===== config.mk =====
export PLATFORM = sky130hd
export DESIGN_NAME = fifo_dma_req
export DESIGN_NICKNAME = d
export VERILOG_FILES = /design/src/rtl/fdr_pkg.sv /design/src/rtl/fdr_req_chan.sv /design/src/rtl/fdr_rx_tmo.sv /design/src/rtl/fifo_dma_req.sv
export SDC_FILE = /design/constraint.sdc
export NUM_CORES = 1
export LEC_CHECK = 0
export BUFFER_PORTS_ARGS = -buffer_cell sky130_fd_sc_hd__clkbuf_2
export CORE_MARGIN = 4
export CORE_UTILIZATION = 45
export CTS_CLUSTER_SIZE = 20
export DETAILED_ROUTE_END_ITERATION = 8
export GPL_ROUTABILITY_DRIVEN = 0
export GPL_TIMING_DRIVEN = 0
export PLACE_DENSITY = 0.81
export SETUP_SLACK_MARGIN = 0.5
export SLEW_MARGIN = 20
export SYNTH_ARGS = -nofsm -noshare
export SYNTH_HDL_FRONTEND = slang
export SYNTH_SLANG_ARGS = --single-unit

===== constraint.sdc =====
create_clock -name clk -period 4.27 [get_ports clk]
set_input_delay 0.6405 -clock clk [delete_from_list [all_inputs] [get_ports clk]]
set_output_delay 0.6405 -clock clk [all_outputs]
set_load 0.1 [all_outputs]

===== src/rtl/fdr_pkg.sv =====
package fdr_pkg;

    // Control bit positions that the DMA side decodes
    localparam int DMA_RX_BIT     = 0;
    localparam int DMA_TX_BIT     = 1;
    localparam int TMO_THR_W      = 16;
    localparam int TMO_CNT_EN_BIT = 16;
    localparam int TMO_SGL_EN_BIT = 18;

    // Level-driven request channels
    typedef enum int {
        CH_TX_BURST  = 0,
        CH_TX_SINGLE = 1,
        CH_RX_BURST  = 2
    } chan_e;
    localparam int N_LVL_CH = 3;

    // Decoded idle-timer controls
    typedef struct packed {
        logic                 sgl_en;
        logic                 cnt_en;
        logic [TMO_THR_W-1:0] thr;
    } tmo_cfg_t;

    function automatic tmo_cfg_t tmo_decode(input logic [31:0] raw);
        tmo_cfg_t c;
        c.sgl_en = raw[TMO_SGL_EN_BIT];
        c.cnt_en = raw[TMO_CNT_EN_BIT];
        c.thr    = raw[TMO_THR_W-1:0];
        return c;
    endfunction

endpackage


===== src/rtl/fdr_req_chan.sv =====
// One registered request that follows a level condition and drops for a
// cycle after an accepted acknowledge.
module fdr_req_chan (
    input  logic clk,
    input  logic rst,
    input  logic cond,
    input  logic ack,
    output logic req
);
    logic hit;

    always_comb hit = ack && req;

    always_ff @(posedge clk) begin
        if (rst) req <= 1'b0;
        else     req <= cond && !hit;
    end
endmodule


===== src/rtl/fdr_rx_tmo.sv =====
// Idle timer for a partial receive burst and its sticky single request.
module fdr_rx_tmo
    import fdr_pkg::*;
#(
    parameter int LVL_W = 7
) (
    input  logic             clk,
    input  logic             rst,
    input  logic             rx_en,
    input  tmo_cfg_t         cfg,
    input  logic [LVL_W-1:0] rx_level,
    input  logic [LVL_W-1:0] burst_sz,
    input  logic             rx_push,
    input  logic             rx_pop,
    input  logic             sack,
    output logic             sreq
);
    logic [TMO_THR_W-1:0] cnt_q, cnt_d;
    logic                 qual, restart, fire, ack_hit;

    always_comb begin
        ack_hit = sack && sreq;
        qual    = rx_en && cfg.cnt_en && (rx_level != '0) && (rx_level < burst_sz);
        restart = !qual || rx_push || rx_pop || ack_hit;
        fire    = !restart && (cnt_q == cfg.thr);
        if (restart)   cnt_d = '0;
        else if (fire) cnt_d = cnt_q;
        else           cnt_d = cnt_q + 1'b1;
    end

    always_ff @(posedge clk) begin
        if (rst) begin
            cnt_q <= '0;
            sreq  <= 1'b0;
        end else begin
            cnt_q <= cnt_d;
            if (!rx_en)     sreq <= 1'b0;
            else if (sreq)  sreq <= !sack;
            else            sreq <= fire && cfg.sgl_en;
        end
    end
endmodule


===== src/rtl/fifo_dma_req.sv =====
module fifo_dma_req
    import fdr_pkg::*;
#(
    parameter int DEPTH = 64,
    localparam int LVL_W = $clog2(DEPTH + 1),
    localparam int WM_W  = $clog2(DEPTH)
) (
    input  logic             clk,
    input  logic             rst,
    input  logic [1:0]       dma_en,
    input  logic [LVL_W-1:0] tx_level,
    input  logic [LVL_W-1:0] rx_level,
    input  logic [WM_W-1:0]  tx_wmark,
    input  logic [WM_W-1:0]  rx_wmark,
    input  logic [31:0]      tmo_cfg,
    input  logic             rx_push,
    input  logic             rx_pop,
    input  logic             tx_back,
    input  logic             tx_sack,
    input  logic             rx_back,
    input  logic             rx_sack,
    output logic             tx_breq,
    output logic             tx_sreq,
    output logic             rx_breq,
    output logic             rx_sreq
);
    logic                rx_en, tx_en;
    logic [LVL_W-1:0]    burst_sz;
    tmo_cfg_t            tcfg;
    logic [N_LVL_CH-1:0] ch_cond, ch_ack, ch_req;
    logic                unused_tmo_bits;

    always_comb begin
        rx_en    = dma_en[DMA_RX_BIT];
        tx_en    = dma_en[DMA_TX_BIT];
        burst_sz = LVL_W'(rx_wmark) + 1'b1;
        tcfg     = tmo_decode(tmo_cfg);

        ch_cond[CH_TX_BURST]  = tx_en && (tx_level <= LVL_W'(tx_wmark));
        ch_cond[CH_TX_SINGLE] = tx_en && (tx_level < LVL_W'(DEPTH));
        ch_cond[CH_RX_BURST]  = rx_en && (rx_level >= burst_sz);

        ch_ack[CH_TX_BURST]   = tx_back;
        ch_ack[CH_TX_SINGLE]  = tx_sack;
        ch_ack[CH_RX_BURST]   = rx_back;
    end

    assign unused_tmo_bits = ^{tmo_cfg[31:19], tmo_cfg[17]};

    for (genvar g = 0; g < N_LVL_CH; g++) begin : g_chan
        fdr_req_chan i_chan (
            .clk  (clk),
            .rst  (rst),
            .cond (ch_cond[g]),
            .ack  (ch_ack[g]),
            .req  (ch_req[g])
        );
    end

    fdr_rx_tmo #(.LVL_W(LVL_W)) i_tmo (
        .clk      (clk),
        .rst      (rst),
        .rx_en    (rx_en),
        .cfg      (tcfg),
        .rx_level (rx_level),
        .burst_sz (burst_sz),
        .rx_push  (rx_push),
        .rx_pop   (rx_pop),
        .sack     (rx_sack),
        .sreq     (rx_sreq)
    );

    assign tx_breq = ch_req[CH_TX_BURST];
    assign tx_sreq = ch_req[CH_TX_SINGLE];
    assign rx_breq = ch_req[CH_RX_BURST];
endmodule


# Word level (Yosys, flattened, before mapping)
# Index checks and enable logic that the tools add are counted.
word_totals:
  latch_bits: 0
  rom_bits: 0
  wordCells: 41
  memories: 0
  mem_bits_rw: 0
  out_inout_bits: 4
  input_bits: 68
  register_bits: 20
op_classes:
  reduce_logical: 27
  shift: 0
  muxes: 1
  n_lt_le_gt_ge: 4
  n_mul: 0
  bitwise_logic: 1
  div: 0
  addsub: 2
  n_eq_ne: 1
ops:
  columns: ["operator", "count"]
  rows:
  - ["16-bit by 1-bit adder with 16-bit output, second input constant", 1]
  - ["16-bit == test", 1]
  - ["1-bit logical AND", 15]
  - ["6-bit by 1-bit adder with 7-bit output, second input constant", 1]
  - ["7-bit greater-or-equal comparator", 1]
  - ["7-bit by 6-bit less-or-equal comparator with 1-bit output", 1]
  - ["7-bit < comparator", 1]
  - ["7-bit < comparator, second input constant", 1]
  - ["7-bit nonzero test", 1]
  - ["1-bit zero test", 6]
  - ["2-bit OR reduction", 2]
  - ["1-bit logical OR", 3]
  - ["1-bit 2-to-1 mux", 1]
  - ["1-bit NOT", 1]

# Depth between registers and ports, before layout
# Gate-level depths: netlist (run 1).
logic_depth:
  depth_word: 11
  ltp_mapped: 11

# Modules after synthesis
# From an unflattened synthesis (run 1), not the netlist that was laid out.
hier_totals:
  cells_unflattened: 211
  hier_area_um2: 1765.4
by_module_without_submodules:
  columns: ["module", "cells_each", "seq_area_each_um2", "n_inst", "area_each_um2"]
  rows:
  - ["fdr_rx_tmo", 145, 340.3, 1, 1237.4]
  - ["fifo_dma_req", 57, 0.0, 1, 419.2]
  - ["fdr_req_chan", 3, 20.0, 3, 36.3]

# Worst setup path before layout (run 1)
# No wires, ideal clock.
synth_path:
  path_type: "input -> register"
  start: "in rx_wmark[0]"
  end: "reg i_tmo.cnt_q[4]"
  stages: 11
  path_buffers: 1
  arrival_ns: 2.845
  required_time_ns: 4.211
  setup_ns: 0.059
  path_slack_ns: 1.366
  cell_sequence: "ha_1 > nand3_1 > xor2_1 > ha_1 > a21oi_1 > o21ai_1 > a211o_1 > or3_1 > clkbuf_1 > or4_1 > nand2_1"
synth_via:
  elab_chain_cells: 9
synth_lines:
  columns: ["item", "line_no", "source"]
  rows:
  - ["start: declaration", "fifo_dma_req.sv:14", "input logic [WM_W-1:0] rx_wmark,"]
  - ["6-bit by 1-bit adder with 7-bit output (*)", "fifo_dma_req.sv:36", "burst_sz = LVL_W'(rx_wmark) + 1'b1;"]
  - ["7-bit < comparator (*)", "fdr_rx_tmo.sv:23", "qual = rx_en && cfg.cnt_en && (rx_level != '0) && (rx_level < burst_sz);"]
  - ["1-bit logical AND (*)", "fdr_rx_tmo.sv:23", null]
  - ["1-bit zero test (*)", "fdr_rx_tmo.sv:24", "restart = !qual || rx_push || rx_pop || ack_hit;"]
  - ["1-bit logical OR (*) (3 in a row)", "fdr_rx_tmo.sv:24", null]
  - ["1-bit zero test", "fdr_rx_tmo.sv:25", "fire = !restart && (cnt_q == cfg.thr);"]
  - ["1-bit logical AND", "fdr_rx_tmo.sv:25", null]
  - ["end signal: assignment", "fdr_rx_tmo.sv:36", "cnt_q <= cnt_d;"]
  - ["end: declaration", "fdr_rx_tmo.sv:18", "logic [TMO_THR_W-1:0] cnt_q, cnt_d;"]
# Every way passes the cells marked *; elsewhere a longest branch is shown, timed or not.
# A chain may end at the register's enable or synchronous reset.

# Worst setup path in the final report (run 1)
# Same ends and word-level chain as after synthesis.

==> impl.org, run 1 <==
** Synth
- Commonest cells post-synth :: xor2_1, dfxtp_1, a21oi_1
- Net count after synthesis :: 268
- Counting distinct cell types in the post-synthesis netlist gives 34.
- Synthesis produced a netlist whose cell count is 185.
- The synthesized netlist devotes 13.4% of its cell area to XOR and XNOR gates.
- Synth top area share :: 26.7%
- In the synthesized netlist the dominant register cell turns out to be dfxtp_1.
- Synth warn :: 0
- Among all cell types in the netlist, the one instantiated most often is xor2_1.
- Top cells by area in the synthesized netlist :: dfxtp_1, ha_1, xor2_1
- In this run, synthesis inferred 0 flip-flops with an integrated enable.
- Multiplexer share of the synthesized area :: 0.667%
- Main combinational cell family by area after synthesis :: simple AND/OR/NAND/NOR gates
- Fraction of the mapped netlist area in adder cells :: 12.5%
- Post-Syn Area per Cell :: 8.12 um^2
- Synthesized area :: 1500 um^2
- Of all cell types, the one taking the most synthesized area is dfxtp_1.
- Of the total synthesized cell area, the portion taken by AND, OR, NAND and NOR gates is 25.8%.
- Synthesis inferred 20 register bits.
- Proportion of synthesized chip area in sequential cells :: 26.7%
- The synthesized netlist devotes 16.3% of its cell area to compound gates.
- Async set-reset flop share out of synthesis :: 0%

** Worst setup path
- Critical Path Start Type :: primary input
- Kind of capture point of the worst setup path :: register
- Data arrival at the endpoint of the critical path :: 3.20 ns
- Crit path kind :: in -> reg
- Required time at the endpoint of the critical path :: 4.53 ns
- Along the worst path, the maximum fanout reaches 6.

** GRT
- Total routing resource utilization after global routing :: 16.9%
- Residual overflow from global routing :: 0
- Global-route wire length before repair :: 5830 um
- Maximum number of pins on one net before global-route repair :: 12
- The initial antenna violation count was 0.
- The number of global-route vias before repair came to 1463.

** Clock network
- Number of clock sinks :: 20
- TritonCTS built the clock tree.
- In this run, post-CTS repair resized a total of 0 instances.
- Clock Root Buffer :: clkbuf_4
- Post-CTS clock slew at the launch and capture registers of the worst setup and hold paths :: 0.12 ns
- The number of setup buffers added after CTS is 0.
- Hold buffers post-CTS :: 0
- Counting the buffers created by CTS gives 3.
- The longest clock path from root to sink contains 2 buffers.
- Number of levels in the clock H-tree :: 1
- Worst-skew pair later-pin latency :: 0.30 ns

** STA
- In the finished design, the share of the clock period the worst path needs comes to 68.8%.
- Fmax :: 0.340 GHz
- Clock skew after layout :: 0.00233 ns
- At the pin with the least slew margin, the transition time is 0.544 ns.
- Total of endpoints with negative setup slack in the final report :: 0
- Summed over all failing endpoints, the final setup total negative slack is 0 ns.
- RSZ-0062 raised after global routing :: no
- The total count of max-transition violations in the final report was 0.
- The final count of hold timing violations is 0.
- The worst path needs 2.94 ns of the cycle, external delays included.
- Worst slew margin :: 63.9%

** Status
- Outcome :: finished clean

** Drt
- Detailed routing inserted a total of 1522 vias.
- DRC violations left :: 0
- In this run, the number of DRC markers left after iteration 0 of detailed routing was 104.
- 1st-pass router iterations :: 4
- Dividing the detail-routed via count by the number of cells gives 5.25.
- The detail route stage leaves a number of antenna-violating nets equal to 0.
- Summed over all layers, the routed wires come to 3500 um.
- Dividing the detail-routed wire length by the instance count gives 12.1 um.

** Cells and area
- The multi-input combinational cells in the finished layout cover a total of 1030 um^2.
- Antenna diode count :: 0
- The layout has 314 filler cells.
- Non-filler cells in the finished layout :: 290
- Net count reported at finish :: 330
- Compared with the post-synthesis result, the final layout area differs by 25.1%.
- Registers take 400 um^2.
- Fraction of final layout cells sized beyond drive strength 1 :: 26.4%

** Power and ir drop
- The clock network accounts for 29.0% of the total power.
- Static leakage power :: 0.860 nW
- Maximum resistive drop on vdd :: 0.107 mV
- Cell internal pwr :: 281 uW
- Net switching component of the power :: 106 uW
- Post-layout power :: 387 uW
- Sequential power share :: 48.8%
- Net switching is 27.3% of the power.
- In this run, the combinational gates consume 22.3% of the power.
- Cell Pwr Density :: 206 nW/um^2

** Floorplan
- Initial Util :: 48.0%
- The floorplan step set the die width to 65.8 um.
- Die Footprint :: 4320 um^2
- Core footprint :: 3130 um^2
- Row count :: 20
- 72 I/O pins were placed.
- From bottom edge to top edge, the die measures 65.8 um.

** Worst hold path
- Hold/Removal Path Class :: reg -> reg

** Placed design
- DP Wirelength :: 2940 um
- Count of buffers inserted at the top-level ports :: 57
- Including well taps, the total number of placed cells is 286.

** Flow run
- Across the run, the number of max-cap violations was 0.
placed cells by master (no fill, tap or decap), types with 8 or more instances in the layout:
master / Yosys / routed
clkbuf_2: 0 / 57
xor2_1: 21 / 21
dfxtp_1: 20 / 20
a21oi_1: 16 / 16
ha_1: 15 / 15
nand2_1: 12 / 12
inv_1: 11 / 11
nor2_1: 9 / 9
nand3_1: 8 / 8
per-layer routing:
metal / routed length [um] / GRT usage, % / vias up
li1: - / - / 809
met1: 1590 / 20.8 / 662
met2: 1700 / 30.4 / 47
met3: 183 / 2.22 / 4
met4: 24 / 4.66 / 0
met5: 0 / 0 / -
registers in the layout (all words and copies together) (netlist names):
signal	flops
i_tmo.cnt_q	16
g_chan.i_chan.req	3
i_tmo.sreq	1
through the flow:
stage	hold slack, ns	area (um^2)	setup WS (ns)	util [%]
2_1_floorplan	0.465	1500	1.37	-
3_3_place_gp	0.417	1840	1.05	58.9
3_5_place_dp	0.422	1840	1.02	58.9
4_1_cts	0.439	1880	1.34	60.0
5_1_grt	0.456	1880	1.19	60.0
6_report	0.438	1880	1.33	60.0
cells by family (layout without fill, tap and decap cells):
| group | count (synthesis) | count (layout) |
|---|---|---|
| DFF | 20 | 20 |
| AOI/OAI and AO/OA | 40 | 40 |
| buffers and inverters | 17 | 78 |
| adders and majority gates | 15 | 15 |
| xor gates and xnor gates | 23 | 23 |
| and+or+nand+nor | 69 | 69 |
| muxes | 1 | 1 |
final cells by class:
type | count | share of cell area (%)
Sequential cell | 20 | 21.3
Inverter | 11 | 2.20
Multi-Input combinational cell | 148 | 54.9
Clock buffer | 4 | 1.93
Tap cell | 44 | 2.93
Buffer | 6 | 1.53
Timing Repair Buffer | 57 | 15.2
final timing paths:
path,cells past startpoint,start,end,slack [ns]
hold reg to reg,1,g_chan[1].i_chan.req,g_chan[1].i_chan.req,0.44
hold / removal,1,g_chan[1].i_chan.req,g_chan[1].i_chan.req,0.44
setup / recovery,12,rx_wmark[0],i_tmo.cnt_q[4],1.33
setup reg to reg,8,i_tmo.cnt_q[2],i_tmo.cnt_q[3],1.79
worst max-delay path, stage by stage:
cell and delay (ns):
clkbuf_2 0.11, ha_1 0.24, nand3_1 0.10, xor2_1 0.16
ha_1 0.26, a21oi_1 0.15, o21ai_1 0.10, a211o_1 0.33
or3_1 0.31, clkbuf_1 0.18, or4_1 0.54, nand2_1 0.08
power groups by stage:
stage	combinational [mW]	sequential (mW)	clock (mW)
after floorplan	0.0392	0.203	0
after global placement	0.0844	0.193	0
after detailed placement	0.0869	0.193	0
after CTS	0.0873	0.189	0.115
after global routing	0.0975	0.189	0.124
final	0.0862	0.189	0.112
Power figures use the tool's default switching activity.
==> run 2: changes to the inputs <==
==> constraint.sdc (replaced) <==
create_clock -name clk -period 2.8 [get_ports clk]
set_input_delay 0.42 -clock clk [delete_from_list [all_inputs] [get_ports clk]]
set_output_delay 0.42 -clock clk [all_outputs]
set_load 0.1 [all_outputs]
==> impl.org, run 2 (synthesized netlist as in run 1, its figures left out) <==
** Status
- Outcome :: finished clean

** Floorplan
- Initial Util :: 48.0%
- The region available for standard cell placement spans 3130 um^2.
- For this design the top-level I/O count stands at 72.
- Die Ht :: 65.8 um
- Chip Width :: 65.8 um
- In this run the core area contains 20 standard-cell rows.
- Die Footprint :: 4320 um^2

** STA
- RSZ-0062 raised after global routing :: yes
- Measured slew at the worst slew-check pin :: 0.549 ns
- The routed design could run at a clock period as short as 2.33 ns.
- Fmax :: 0.430 GHz
- Final Hold Violating Endpoints :: 0
- The final critical path takes up 83.1% of the cycle.
- Setup violations remaining at the end of the flow were counted as 0.
- Headroom to the max-slew limit came out at 63.6%.
- Final-report max-slew violation count :: 0
- The clock arrives with 0.00987 ns of skew.

** Drt
- In the routed design, unresolved DRC markers number 0.
- DR vias/cell :: 5.55
- The routed layout has 1675 vias.
- In the final routed layout, each cell accounts on average for 13.6 um.
- 1st-pass router iterations :: 5
- In this run the remaining antenna-violating nets after routing total 0.
- Detailed router's first-iteration violation count :: 55
- Wire length reported by the detailed router :: 4100 um

** Cells and area
- Antenna diode count :: 0
- Area of the multi-input gates :: 1150 um^2
- Relative to the synthesized area, the layout overhead comes to 45.3%.
- Storage element area :: 400 um^2
- Largest Register :: i_tmo.cnt_q
- Commonest non-fill, non-tap cell in the layout :: clkbuf_2
- The post-route netlist has 38.0% of its cells at a drive strength greater than 1.
- Leaving out fill and tap cells, the most frequent cells in the layout are clkbuf_2, xor2_1, dfxtp_1.
- The register with the most flip-flops in the layout has 16 of them.
- Fin area :: 2180 um^2
- The net count of the finished layout is 342.
- The largest registers in the layout are i_tmo.cnt_q (16), g_chan.i_chan.req (3), i_tmo.sreq (1).
- After filler insertion, the fill cell instance count of the layout stands at 256.

** Worst setup path
- Critical Path Start Type :: primary input
- For the worst setup path, the data required time is 3.07 ns.
- Maximum net fanout on the critical path :: 4
- Data arrival at the endpoint of the critical path :: 2.60 ns
- Kind of capture point of the worst setup path :: register
- The critical path is of the in -> reg type.

** Flow run
- Max-Cap Viols :: 0

** Clock network
- The clock net in this run drives a total of 20 sinks.
- Largest buffer count on any clock path :: 2
- Post-CTS clock slew at the launch and capture registers of the worst setup and hold paths :: 0.13 ns
- In this run, CTS created clock tree buffers numbering 3.
- Clock Root Buffer :: clkbuf_4
- Number of levels in the clock H-tree :: 1
- Clock tree from TritonCTS :: done
- Worst-skew pair later-pin latency :: 0.31 ns

** Placed design
- Input and output buffers added on the ports amount to 57.
- DP Wirelength :: 2910 um
- Post-place instance area :: 1860 um^2

** GRT
- Entering global routing, the biggest net connects 13 pins.
- The number of global-route vias before repair came to 1528.
- Global routing used 18.1% of the available tracks across all layers.
- Residual overflow from global routing :: 0
- Global-route wire length before repair :: 6250 um
- Number of antenna violations at the first check in global routing :: 0

** Power and ir drop
- Maximum resistive drop on vdd :: 0.232 mV
- Static leakage power :: 0.965 nW
- In this run the power density over the cells is 317 nW/um^2.
- Power comes to 692 uW.

** Worst hold path
- The tightest min-delay check is of the in -> reg type.
-- run 2: cell count changes in the layout (fill, tap and decap cells not counted), moves of 3 or more --
cell,delta
a21oi_1,-8
clkbuf_2,-4
buf_4,+9
a21oi_2,+7
buf_6,+3
-- run 2: report_power, final --
part	internal [mW]	switching, mW	total (mW)
clock network	0.145	0.0971	0.242
logic	0.0816	0.0803	0.162
registers	0.287	0.00134	0.288
total	0.513	0.179	0.692
-- run 2: routing by layer --
layer,global-route usage (%),part of all wire (%)
met5,0,0
met4,7.77,1.3
met3,2.39,6.0
met2,30.8,51
met1,22.7,41
-- run 2: metrics by stage --
step	utilization (%)	worst slack, ns	cells	TNS, ns	hold WS (ns)
after floorplan	-	0.206	185	0	0.465
after global placement	59.6	-0.102	286	-0.142	0.417
after detailed placement	59.6	-0.140	286	-0.218	0.424
after CTS	66.1	0.448	296	0	0.262
after global routing	69.8	0.411	302	0	0.244
final	69.8	0.474	302	0	0.263
-- run 2: cell type report --
| type | instances | share of cell area (%) |
|---|---|---|
| Sequential cell | 20 | 18.3 |
| Multi-Input combinational cell | 148 | 52.6 |
| Clock inverter | 1 | 1.38 |
| Timing Repair Buffer | 69 | 19.2 |
| Buffer | 6 | 3.04 |
| Tap cell | 44 | 2.52 |
| Clock buffer | 3 | 1.03 |
| Inverter | 11 | 1.89 |
-- run 2: what timing repair did --
action,CTS,global route
buffers inserted,5,4
pin swaps,8,5
resized for setup,19,21
cloned,1,2
setup endpoints to repair,17,17
endpoints found under the hold margin,0,0
hold buffers,0,0
-- run 2: final timing paths --
path,from,end,slack [ns],depth (start not counted)
max,rx_wmark[2],i_tmo.cnt_q[4],0.47,12
min,tx_sack,g_chan[1].i_chan.req,0.26,2
max reg2reg,i_tmo.cnt_q[2],i_tmo.cnt_q[8],0.59,9
min reg2reg,g_chan[1].i_chan.req,g_chan[1].i_chan.req,0.44,1
-- run 2: critical path, stage by stage --
cell	delay (ns)
clkbuf_8	0.11
and3_4	0.18
nand3_2	0.08
xor2_1	0.15
ha_1	0.31
nand2_2	0.08
o21ai_2	0.07
a211o_1	0.25
or3_1	0.32
clkbuf_8	0.15
or4_4	0.41
nand2_2	0.07
==> run 3: changes to the inputs <==
--- a/config.mk
+++ b/config.mk
@@ -7,12 +7,12 @@
 export LEC_CHECK = 0
 export BUFFER_PORTS_ARGS = -buffer_cell sky130_fd_sc_hd__clkbuf_2
 export CORE_MARGIN = 4
-export CORE_UTILIZATION = 45
+export CORE_UTILIZATION = 42
 export CTS_CLUSTER_SIZE = 20
 export DETAILED_ROUTE_END_ITERATION = 8
 export GPL_ROUTABILITY_DRIVEN = 0
 export GPL_TIMING_DRIVEN = 0
-export PLACE_DENSITY = 0.81
+export PLACE_DENSITY = 0.8
 export SETUP_SLACK_MARGIN = 0.5
 export SLEW_MARGIN = 20
 export SYNTH_ARGS = -nofsm -noshare
==> constraint.sdc (replaced) <==
create_clock -name clk -period 2.06 [get_ports clk]
set_input_delay 0.309 -clock clk [delete_from_list [all_inputs] [get_ports clk]]
set_output_delay 0.309 -clock clk [all_outputs]
set_load 0.1 [all_outputs]
==> impl.org, run 3 (synthesized netlist as in run 1, its figures left out) <==
** Worst hold path
- The worst hold path belongs to the class in -> reg.
- Number of cells on the worst hold path :: 2
- In this run the most critical hold path is launched from tx_sack.
- Worst min-delay path endpoint :: g_chan[1].i_chan.req

** Power and ir drop
- Cell Pwr Density :: 423 nW/um^2
- Static leakage power :: 0.971 nW
- Post-layout power :: 927 uW
- Maximum resistive drop on vdd :: 0.345 mV

** Worst setup path
- STA classifies the critical path startpoint as a primary input.
- Data arrival at the endpoint of the critical path :: 2.64 ns
- Sequence of cells on the critical path :: buf_8 -> ha_4 -> nand3_2 -> xor2_1 -> ha_1 -> a21oi_2 -> o21ai_2 -> a211o_1 -> or3_1 -> clkbuf_8 -> or4_4 -> nand2_4
- The largest single stage delay on the critical path is 0.45 ns.
- The setup path with the least slack is of type in -> reg.
- Reg-to-reg startpoint :: i_tmo.cnt_q[11]
- Required time at the endpoint of the critical path :: 2.33 ns
- For the worst flop-to-flop path, the logic depth is 7.
- In this run the worst path has a maximum fanout of 3.
- STA classifies the critical path endpoint as a register.
- The slowest stage of the critical path is the or4_4 cell.
- CP Buf/Inv Count :: 2
- In this run the register-to-register setup slack is -0.20 ns.
- Cell family with most CP delay :: simple AND/OR/NAND/NOR gates
- Worst r2r dst :: i_tmo.cnt_q[7]

** Flow run
- Max-Cap Viols :: 0

** Floorplan
- Chip Width :: 67.8 um
- Die Ht :: 67.8 um
- # IOs :: 72
- The total area inside the core boundary comes to 3390 um^2.
- The floorplan has 21 rows.
- Initial Util :: 44.3%
- Die Footprint :: 4600 um^2

** Status
- Outcome :: complete, but fails checks
- Violations in the final reports :: setup timing

** STA
- Final hold analysis gives a worst-case slack of 0.176 ns.
- Final-report max-slew violation count :: 0
- Total of endpoints with negative setup slack in the final report :: 17
- For the pin with the worst max-slew slack, the measured transition is 0.549 ns.
- Final clock period utilization by the worst path :: 115%
- The clock arrives with 0.0213 ns of skew.
- Minimum clock period :: 2.37 ns
- After layout, the worst setup slack is -0.315 ns.
- Summed over all failing endpoints, the final setup total negative slack is -3.31 ns.
- The final count of hold timing violations is 0.
- Timing would allow up to 0.421 GHz.
- Setup repair after global routing could not meet its margin everywhere.
- Worst slew margin :: 63.6%

** Drt
- Using the TritonRoute via totals, the vias-per-cell ratio works out to 5.47.
- In this run the remaining antenna-violating nets after routing total 0.
- DRC violations left :: 0
- Detailed router's first-iteration violation count :: 147
- After detailed routing, the average wire length per cell comes to 14.6 um.
- 1st-pass router iterations :: 4
- Total number of vias :: 1662
- Summed over all layers, the routed wires come to 4440 um.

** Cells and area
- In the layout the commonest cells are clkbuf_2, xor2_1, dfxtp_1.
- The filler cells instantiated in the layout total 275.
- Net count reported at finish :: 342
- Fraction of final layout cells sized beyond drive strength 1 :: 40.3%
- Commonest non-fill, non-tap cell in the layout :: clkbuf_2
- Cells fill 64.6% of the core in the end.
- Largest Register :: i_tmo.cnt_q
- Fin area :: 2190 um^2
- The register with the most flip-flops in the layout has 16 of them.
- P&R area growth vs syn :: 45.9%
- Leading registers by flop count :: i_tmo.cnt_q (16), g_chan.i_chan.req (3), i_tmo.sreq (1)
- 0 antenna diodes ended up in the layout.
- Non-filler cells in the finished layout :: 304

** GRT
- Global-route wire length before repair :: 6840 um
- Number of antenna violations at the first check in global routing :: 0
- Vias in the first global route :: 1606
- Maximum number of pins on one net before global-route repair :: 13
- Residual overflow from global routing :: 0
- Total routing resource utilization after global routing :: 19.1%

** Clock network
- No sink is reached through more buffers than the 2 on the longest clock path.
- Number of CTS-inserted buffers :: 3
- Clock Root Buffer :: clkbuf_4
- CTS built an H-tree with a depth of 1.
- TritonCTS built the clock tree.
- Number of clock sinks :: 20
- After clock tree synthesis, the clock-pin slew on the worst setup and hold paths is 0.13 ns.
- Worst-skew pair later-pin latency :: 0.32 ns

** Placed design
- The placed instances occupy a cell area of 1870 um^2.
- Input and output buffers added on the ports amount to 57.
- Once detailed placement completed, the half-perimeter wirelength came to 3050 um.
- Once placement completed, the tool counted placed cells totaling 288.
- Prior to clock tree synthesis, the placed netlist has a worst setup slack of -0.796 ns.
-- run 3: cell types whose count changed in the layout (fill, tap and decap cells not counted), sizes merged --
cell / previous run / this run
clkbuf: 61 / 60
buf: 17 / 18
-- run 3: cell type report --
| class | instances | area [um^2] | area share [%] |
|---|---|---|---|
| Tap cell | 46 | 57.6 | 2.63 |
| Inverter | 11 | 41.3 | 1.88 |
| Timing Repair Buffer | 69 | 413 | 18.8 |
| Multi-Input combinational cell | 148 | 1150 | 52.7 |
| Buffer | 6 | 71.3 | 3.26 |
| Clock inverter | 1 | 30.0 | 1.37 |
| Sequential cell | 20 | 400 | 18.3 |
| Clock buffer | 3 | 22.5 | 1.03 |
-- run 3: routing by layer --
layer / up-vias / global-route usage, % / share of wire (%)
met5: - / 0 / 0
met4: 0 / 4.96 / 2.9
met3: 15 / 4.83 / 5.9
met2: 64 / 34.0 / 50
met1: 753 / 22.7 / 41
li1: 830 / - / -
-- run 3: what timing repair did --
item	4_1_cts	5_1_grt
gates resized for setup	14	34
cloned	1	2
pin swaps	8	17
buffers inserted	5	4
setup endpoints to repair	17	18
hold buffers	0	0
-- run 3: power breakdown --
group | internal [mW] | total, mW | switching, mW
clock network | 0.197 | 0.326 | 0.129
registers | 0.390 | 0.392 | 0.00188
logic | 0.103 | 0.210 | 0.106
-- run 3: worst max path at each step --
| stage | end | cells after the start | startpoint | slack, ns |
|---|---|---|---|---|
| detailed placement | i_tmo.cnt_q[7] | 12 | rx_wmark[0] | -0.80 |
| CTS | i_tmo.cnt_q[7] | 12 | rx_wmark[1] | -0.29 |
| finish | i_tmo.cnt_q[7] | 12 | rx_wmark[0] | -0.31 |
| global placement | i_tmo.cnt_q[7] | 12 | rx_wmark[0] | -0.72 |
| global route | i_tmo.cnt_q[14] | 12 | rx_wmark[0] | -0.38 |
| floorplan | i_tmo.cnt_q[7] | 11 | rx_wmark[1] | -0.42 |
